**src/rtl/irq_wait_pkg.sv**
```systemverilog
package irq_wait_pkg;

    // Outcome of the boundary decision in one cycle
    typedef enum logic [1:0] {
        TK_NONE      = 2'd0,
        TK_NMI       = 2'd1,
        TK_MASKABLE  = 2'd2
    } take_e;

    // Synchronized view of the asynchronous pins
    typedef struct packed {
        logic intr;
        logic nmi;
        logic test;
    } pins_t;

    localparam int PIN_W = $bits(pins_t);

    // Non-maskable first; maskable only with the flag set
    function automatic take_e pick_take(input logic at_bnd,
                                        input logic nmi_pend,
                                        input logic intr_lvl,
                                        input logic ie);
        take_e r;
        r = TK_NONE;
        if (at_bnd) begin
            if (nmi_pend)
                r = TK_NMI;
            else if (intr_lvl && ie)
                r = TK_MASKABLE;
        end
        return r;
    endfunction

    // Flag update: a take dominates, then clear, then set
    function automatic logic next_ie(input logic cur,
                                     input logic take_any,
                                     input logic set_req,
                                     input logic clr_req);
        logic r;
        if (take_any)
            r = 1'b0;
        else if (clr_req)
            r = 1'b0;
        else if (set_req)
            r = 1'b1;
        else
            r = cur;
        return r;
    endfunction

endpackage

```
**src/rtl/iwc_sync.sv**
```systemverilog
module iwc_sync #(
    parameter int STAGES = 2,
    parameter int WIDTH  = 3
) (
    input  logic             clk,
    input  logic             rst,
    input  logic [WIDTH-1:0] d,
    output logic [WIDTH-1:0] q
);
    generate
        if (STAGES == 0) begin : g_bypass
            assign q = d;
        end else begin : g_chain
            logic [WIDTH-1:0] stage [STAGES];
            always_ff @(posedge clk) begin
                if (rst) begin
                    for (int i = 0; i < STAGES; i++)
                        stage[i] <= '0;
                end else begin
                    stage[0] <= d;
                    for (int i = 1; i < STAGES; i++)
                        stage[i] <= stage[i-1];
                end
            end
            assign q = stage[STAGES-1];
        end
    endgenerate
endmodule

```
**src/rtl/iwc_nmi_latch.sv**
```systemverilog
module iwc_nmi_latch (
    input  logic clk,
    input  logic rst,
    input  logic nmi_lvl,
    input  logic serviced,
    output logic pending
);
    logic prev_lvl;
    logic rise;

    assign rise = nmi_lvl & ~prev_lvl;

    always_ff @(posedge clk) begin
        if (rst) begin
            prev_lvl <= 1'b0;
            pending  <= 1'b0;
        end else begin
            prev_lvl <= nmi_lvl;
            // A fresh edge in the service cycle stays pending
            pending  <= rise | (pending & ~serviced);
        end
    end
endmodule

```
**src/rtl/iwc_ie_flag.sv**
```systemverilog
module iwc_ie_flag
    import irq_wait_pkg::*;
(
    input  logic clk,
    input  logic rst,
    input  logic set_req,
    input  logic clr_req,
    input  logic take_any,
    output logic ie
);
    always_ff @(posedge clk) begin
        if (rst)
            ie <= 1'b0;
        else
            ie <= next_ie(ie, take_any, set_req, clr_req);
    end
endmodule

```
**src/rtl/iwc_arbiter.sv**
```systemverilog
module iwc_arbiter
    import irq_wait_pkg::*;
(
    input  logic  clk,
    input  logic  rst,
    input  logic  at_bnd,
    input  logic  nmi_pend,
    input  logic  intr_lvl,
    input  logic  ie,
    output take_e take_now,
    output logic  ack_start,
    output logic  nmi_take
);
    assign take_now = pick_take(at_bnd, nmi_pend, intr_lvl, ie);

    always_ff @(posedge clk) begin
        if (rst) begin
            ack_start <= 1'b0;
            nmi_take  <= 1'b0;
        end else begin
            ack_start <= (take_now == TK_MASKABLE);
            nmi_take  <= (take_now == TK_NMI);
        end
    end
endmodule

```
**src/rtl/irq_wait_unit.sv**
```systemverilog
module irq_wait_unit
    import irq_wait_pkg::*;
#(
    parameter int SYNC_STAGES = 2
) (
    input  logic clk,
    input  logic rst,
    input  logic intr_req,
    input  logic nmi_in,
    input  logic wait_test,
    input  logic boundary,
    input  logic flag_set,
    input  logic flag_clr,
    input  logic wait_exec,
    output logic ack_start,
    output logic nmi_take,
    output logic core_stall,
    output logic ie_flag
);
    pins_t raw_pins;
    pins_t sync_pins;
    take_e take_now;
    logic  nmi_pend;
    logic  take_any;

    assign raw_pins = '{intr: intr_req, nmi: nmi_in, test: wait_test};

    iwc_sync #(.STAGES(SYNC_STAGES), .WIDTH(PIN_W)) u_sync (
        .clk (clk),
        .rst (rst),
        .d   (raw_pins),
        .q   (sync_pins)
    );

    iwc_nmi_latch u_nmi (
        .clk      (clk),
        .rst      (rst),
        .nmi_lvl  (sync_pins.nmi),
        .serviced (take_now == TK_NMI),
        .pending  (nmi_pend)
    );

    iwc_arbiter u_arb (
        .clk       (clk),
        .rst       (rst),
        .at_bnd    (boundary),
        .nmi_pend  (nmi_pend),
        .intr_lvl  (sync_pins.intr),
        .ie        (ie_flag),
        .take_now  (take_now),
        .ack_start (ack_start),
        .nmi_take  (nmi_take)
    );

    assign take_any = (take_now != TK_NONE);

    iwc_ie_flag u_flag (
        .clk      (clk),
        .rst      (rst),
        .set_req  (flag_set),
        .clr_req  (flag_clr),
        .take_any (take_any),
        .ie       (ie_flag)
    );

    // WAIT gate: stall only while WAIT runs and the test input is high
    always_ff @(posedge clk) begin
        if (rst)
            core_stall <= 1'b0;
        else
            core_stall <= wait_exec & sync_pins.test;
    end
endmodule

```
**config.mk**
```make
export PLATFORM = sky130hd
export DESIGN_NAME = irq_wait_unit
export DESIGN_NICKNAME = d
export VERILOG_FILES = /design/src/rtl/irq_wait_pkg.sv /design/src/rtl/iwc_sync.sv /design/src/rtl/iwc_nmi_latch.sv /design/src/rtl/iwc_ie_flag.sv /design/src/rtl/iwc_arbiter.sv /design/src/rtl/irq_wait_unit.sv
export SDC_FILE = /design/constraint.sdc
export NUM_CORES = 1
export LEC_CHECK = 0
export BUFFER_PORTS_ARGS = -buffer_cell sky130_fd_sc_hd__clkbuf_2
export CAP_MARGIN = 25
export CORE_AREA = 2 2 39 41
export CTS_BUF_LIST = sky130_fd_sc_hd__clkbuf_4
export DETAILED_ROUTE_END_ITERATION = 7
export DIE_AREA = 0 0 41 43
export PLACE_DENSITY_LB_ADDON = 0.2
export SYNTH_ARGS = -nofsm -noshare
export SYNTH_HDL_FRONTEND = slang
export SYNTH_SLANG_ARGS = --single-unit
```
**constraint.sdc**
```tcl
create_clock -name clk -period 1.3 [get_ports clk]
set_input_delay 0.195 -clock clk [delete_from_list [all_inputs] [get_ports clk]]
set_output_delay 0.195 -clock clk [all_outputs]
set_load 0.005 [all_outputs]
```
==> run metrics, run 1 <==
status complete, no violations; mapped cell area around 360 µm²; Worst Path Arrival roughly 0.77 ns; Slew HR 0.8349; CTS tree built; Antenna Nets Post-Route 0; Worst Path Required about 1.1 ns; Max stage delay on crit path approximately 0.37 ns; largest net degree at the start of global routing 13; count of state elements after synthesis 12; CTS resizes 0; Mean Syn Cell Area between 10 and 15 µm²; Crit. End Element primary output; kind of critical path flop to primary output; setup violators final 0; unique cell type count in the Yosys netlist 13; # rows 14; Core Region 1384 µm²; FF-to-FF setup slack approximately 0.37 ns; Syn Nets 40; Layout Cells excl Fill 61; critical path's slowest cell dfxtp_1; crit share post-route 0.7396; Final Util 0.3345; worst-path fanout max 4; Post-route DRC 0; hold crit path type primary input to flop; crit path to ie_flag; via/cell ratio roughly 4.1; Final WS setup 0.3386 ns; Max Clock Freq 1040 MHz; Place WS 0.3729 ns; Worst VDD drop between 700 and 800 µV; drt wl/cell 8.656 µm; Logic pwr share 0.055; R2R Path End u_flag.ie; Max Cap Violations 0; Power Density between 1000 and 1500 nW/µm²; Yosys warning count 0; Internal Power approximately 0.00051 W; Die Y around 43 µm; drt first pass iters 2; Seq. cell area around 240 µm²; r2r worst-path depth 2; effective utilization at floorplan 0.2631; Die ar. 1763 µm²; port bufs 12; clk buf depth 2; Multi-input gate area ~120 µm²; Synth Instances 31; share of power burned in registers 0.609; # diodes 0; gr usage total 0.1011; CTS Buf Count 3; setup TNS 0 ns; CP delay by family, top flip-flops; DP Cell Count a little under 60; DR vias approximately 250; Die W 41 µm; Layout area overhead 27.15%; drt total wl between 500 and 600 µm; first-pass GRT wire length 1083 µm; # hold bufs at CTS 0; startpoint types flop; Final min period ~0.96 ns; most frequent cells in the layout dfxtp_1 (12), clkbuf_2 (12), nor2b_1 (5); setup bufs post-CTS 0; CTS Sinks 12; grt ovf 0; vias in the first global route 250; initial antenna violation count 0; depth of the CTS H-tree 1; WP buf/inv 1; root buffer cell clkbuf_4; power share of the clock group 0.336; worst-skew pair later-pin latency roughly 0.26 ns; Top Ports 13; Hold Path Depth 2; Final Hold Fails 0; CP startpoint u_flag.ie; sequential element share of the synthesized area 0.6598; Placer Congestion approximately 0.66; Iter 0 DRT Violations 1; Worst-path clk slew 0.07 ns; switching power of the nets roughly 0.00013 W; Cell Chain, Critical Path clkbuf_2; final-report max-slew violation count 0; Crit path depth 1; slew at the pin closest to its max-slew limit around 0.25 ns; Lkg Pwr ~0.22 nW; placement-stage cell area roughly 440 µm²; final clock skew between 0.006 and 0.007 ns; nets 56; fillers ~160; share of cells above drive strength 1 0.3556; Design Area, Final 462.9 µm²; switch share 0.1976; reg-to-reg startpoint u_flag.ie; RSZ-0062 raised after global routing no
-- cell families after synthesis --
group / synth area share
flip-flops: 0.6598
buffers and inverters: 0.01030
AND/OR/NAND/NOR: 0.2543
AO/OA/AOI/OAI: 0.07558
-- worst min path at each step --
| stage | from | to | slack (ns) |
|---|---|---|---|
| 2_1_floorplan | rst | u_flag.ie | 0.26 |
| 3_3_place_gp | flag_clr | u_flag.ie | 0.37 |
| 3_5_place_dp | flag_clr | u_flag.ie | 0.38 |
| 4_1_cts | flag_clr | u_flag.ie | 0.08 |
| 5_1_grt | flag_clr | u_flag.ie | 0.08 |
| 6_report | flag_clr | u_flag.ie | 0.1 |
-- power groups by stage --
| stage | sequential [W] | combinational [W] | clock, W |
|---|---|---|---|
| 5_1_grt | 0.000387 | 0.0000407 | 0.000258 |
| 4_1_cts | 0.000386 | 0.0000360 | 0.000227 |
| 3_5_place_dp | 0.000394 | 0.0000358 | 0 |
| 2_1_floorplan | 0.000393 | 0.0000176 | 0 |
| 3_3_place_gp | 0.000394 | 0.0000348 | 0 |
| 6_report | 0.000386 | 0.0000349 | 0.000213 |
-- layer usage --
metal | vias up | routed length [µm] | GRT usage
li1 | 130 | - | -
met1 | 113 | 206 | 0.1053
met2 | 10 | 262 | 0.1281
met3 | 0 | 60 | 0.09424
met4 | 0 | 0 | 0.06000
met5 | - | 0 | 0
-- sequential cells by signal, indices dropped and copies added (netlist names) --
register and flops:
u_nmi.prev_lvl 1, core_stall 1, u_arb.ack_start 1, u_arb.nmi_take 1, u_flag.ie 1, u_nmi.pending 1, u_sync.g_chain.stage 6
-- area by class of cell --
cell class | count | area share
Clock buffer | 3 | 0.04865
Tap cell | 16 | 0.04324
Sequential cell | 12 | 0.5189
Multi-Input combinational cell | 18 | 0.2595
Timing Repair Buffer | 12 | 0.1297
-- per-stage QoR --
| stage | hold WS [ns] | total power (W) |
|---|---|---|
| finish | 0.09522 | 0.0006333 |
| global route | 0.07803 | 0.0006860 |
| CTS | 0.08367 | 0.0006492 |
| detailed placement | 0.3772 | 0.0004301 |
| global placement | 0.3728 | 0.0004285 |
| floorplan | 0.2639 | 0.0004111 |
-- cell usage after synthesis --
cell,instances,area [µm²]
dfxtp_1,12,240.2
nor2b_1,5,31.28
nor2_1,3,11.26
and2b_1,2,15.01
a2111oi_2,1,15.01
a21o_1,1,7.510
a21oi_1,1,5.000
and3b_1,1,8.760
clkbuf_1,1,3.750
nand2_1,1,3.750
nand2b_1,1,6.260
nand4b_1,1,8.760
or2b_1,1,7.510
Power figures use the tool's default switching activity.
==> run 2, diff against run 1 <==
==> constraint.sdc (replaced) <==
create_clock -name clk -period 0.8 [get_ports clk]
set_input_delay 0.12 -clock clk [delete_from_list [all_inputs] [get_ports clk]]
set_output_delay 0.12 -clock clk [all_outputs]
set_load 0.005 [all_outputs]
==> run metrics, run 2 (synthesized netlist as in run 1, its figures left out) <==
vias in the first global route 264 (was 250); Core Region 1384 µm² (unchanged); Die W 41 µm (unchanged); Die Y 43 µm (unchanged); share of cells above drive strength 1 0.5000 (was 0.3556); via/cell ratio 4.113 (was 4.148); Die ar. 1763 µm² (unchanged); slew at the pin closest to its max-slew limit 0.2390 ns (was 0.2472 ns); largest net degree at the start of global routing 13 (unchanged); initial antenna violation count 0 (unchanged); Largest register FFs 6 (unchanged); drt first pass iters 1 (was 2); Power Density 2124 nW/µm² (was 1368 nW/µm²); Crit. End Element flop (was primary output); grt ovf 0 (unchanged); Max stage delay on crit path 0.34 ns (was 0.37 ns); most flop-heavy register u_sync.g_chain.stage (unchanged); Max Cap Violations 0 (unchanged); # rows 14 (unchanged); placement-stage cell area 441.7 µm² (was 440.4 µm²); drt wl/cell 9.065 µm (was 8.656 µm); final-report max-slew violation count 0 (unchanged); Max Clock Freq ~1100 MHz; Design Area, Final 486.7 µm² (was 462.9 µm²); met1 Use GR 0.08497 (was 0.1053); gr usage total 0.08880 (was 0.1011); hold_ws 0.02446 ns (was 0.09522 ns); root buffer cell clkbuf_4 (unchanged); Crit path depth 2 (was 1); Lkg Pwr 0.2301 nW (was 0.2201 nW); Top Ports 13 (unchanged); FF-to-FF setup slack -0.07 ns (was 0.37 ns); # hold bufs at CTS 0 (unchanged); failing checks setup timing; Iter 0 DRT Violations 0 (was 1); met2 Usage GRT 0.1281 (unchanged); Placer Congestion 0.5593 (was 0.6630); CP startpoint u_flag.ie (unchanged); most frequent cells in the layout clkbuf_2 (10), dfxtp_1 (7), nor2b_1 (5), dfxtp_2 (5) (was dfxtp_1 (12), clkbuf_2 (12), nor2b_1 (5)); busiest grt layer met2 (unchanged); Post-route DRC 0 (unchanged); DR vias 255 (was 253); # diodes 0 (unchanged); CTS tree built (unchanged); r2r worst-path depth 2 (unchanged); Layout area overhead 33.68% (was 27.15%); Worst Path Required 0.96 ns (was 1.11 ns); status complete, but fails checks (was complete, no violations); drt total wl 562 µm (was 528 µm); first-pass GRT wire length 979 µm (was 1083 µm); startpoint types flop (unchanged); Worst Path Arrival 1.03 ns (was 0.77 ns); Worst VDD drop 1037 µV (was 733.1 µV); Worst-path clk slew 0.07 ns (about the same); reg-to-reg startpoint u_flag.ie (unchanged); Final Hold Fails 0 (unchanged); Final WS setup -0.07495 ns (was 0.3386 ns); critical path's slowest cell dfxtp_2 (was dfxtp_1); met3 GRT Util 0.04712 (was 0.09424); nets 57 (was 56); final clock skew 0.003639 ns (was 0.006118 ns); R2R Path End u_flag.ie (unchanged); depth of the CTS H-tree 1 (unchanged); clk buf depth 2 (unchanged); setup violators final 2 (was 0); kind of critical path flop to flop (was flop to primary output); CTS Buf Count 3 (unchanged); Slew HR 0.8403 (was 0.8349); CTS Sinks 12 (unchanged); Antenna Nets Post-Route 0 (unchanged); WP buf/inv 0 (was 1); worst-skew pair later-pin latency 0.26 ns (about the same); crit path to u_flag.ie (was ie_flag); effective utilization at floorplan 0.2631 (unchanged); worst-path fanout max 4 (unchanged); hold crit path type primary input to flop (unchanged); RSZ-0062 raised after global routing yes (was no); commonest non-fill, non-tap cell in the layout clkbuf_2; crit share post-route 1.094; Cell Chain, Critical Path a21o_1, a2111oi_2 (was clkbuf_2); port bufs 12 (unchanged); Final min period around 0.87 ns; CP delay by family, top compound AO/OA/AOI/OAI gates (was flip-flops)
[run 2: changes by cell type in the layout (fill, tap and decap cells not counted)]
| cell | change |
|---|---|
| a21oi_1 | -1 |
| a21oi_2 | +1 |
| buf_4 | +1 |
| dfxtp_2 | +5 |
| clkbuf_2 | -2 |
| buf_6 | +1 |
| dfxtp_1 | -5 |
| buf_2 | +1 |
[run 2: worst register-to-register path, cell delays in order, from the launching register on]
cell	delay (ns)
dfxtp_2	0.34
a21o_1	0.17
a2111oi_2	0.27
[run 2: cell type report]
cell class	count	area [µm²]
repair buffers	13	73.82
well taps	16	20.02
multi-input cells	18	123.9
flip-flops and latches	12	246.5
fillers	144	897.1
clock buffers	3	22.52
[run 2: where the power goes]
part	total [W]	leakage, nW	switching [W]	internal (W)
Clock	0.000343	0.0138	0.000170	0.000173
Combinational	0.0000620	0.116	0.0000257	0.0000363
Sequential	0.000629	0.101	0.00000856	0.000620
Total	0.00103	0.230	0.000204	0.000830
[run 2: repair_timing]
item	4_1_cts	5_1_grt
setup buffers	1	0
endpoints found under the hold margin	0	1
endpoints found under the setup margin	5	6
gates resized for setup	2	6
pin swaps	1	1
[run 2: how the worst min path moves through the flow]
stage,start,endpoint,slack [ns],cells after the start
floorplan,rst,u_flag.ie,0.18,1
global placement,flag_clr,u_flag.ie,0.29,2
detailed placement,flag_clr,u_flag.ie,0.30,2
CTS,flag_clr,u_flag.ie,0.01,2
global route,flag_clr,u_flag.ie,-0.0001,2
finish,flag_clr,u_flag.ie,0.02,2
[run 2: per-layer routing]
| metal | share of wire | vias to the layer above |
|---|---|---|
| met4 | 0 | 0 |
| met1 | 0.41 | 112 |
| met3 | 0.091 | 0 |
| met5 | 0 | - |
| met2 | 0.50 | 10 |
| li1 | - | 133 |
[run 2: through the flow]
step	TNS, ns	cells	total power, W	setup slack, ns	utilization
6_report	-0.1217	62	0.001034	-0.07495	0.3517
4_1_cts	-0.1647	62	0.001058	-0.08005	0.3427
5_1_grt	-0.3272	62	0.001106	-0.1003	0.3517
2_1_floorplan	-0.06149	31	0.0006685	-0.06149	-
3_3_place_gp	-0.05884	58	0.0006970	-0.05884	0.3192
3_5_place_dp	-0.08302	58	0.0007010	-0.08302	0.3192
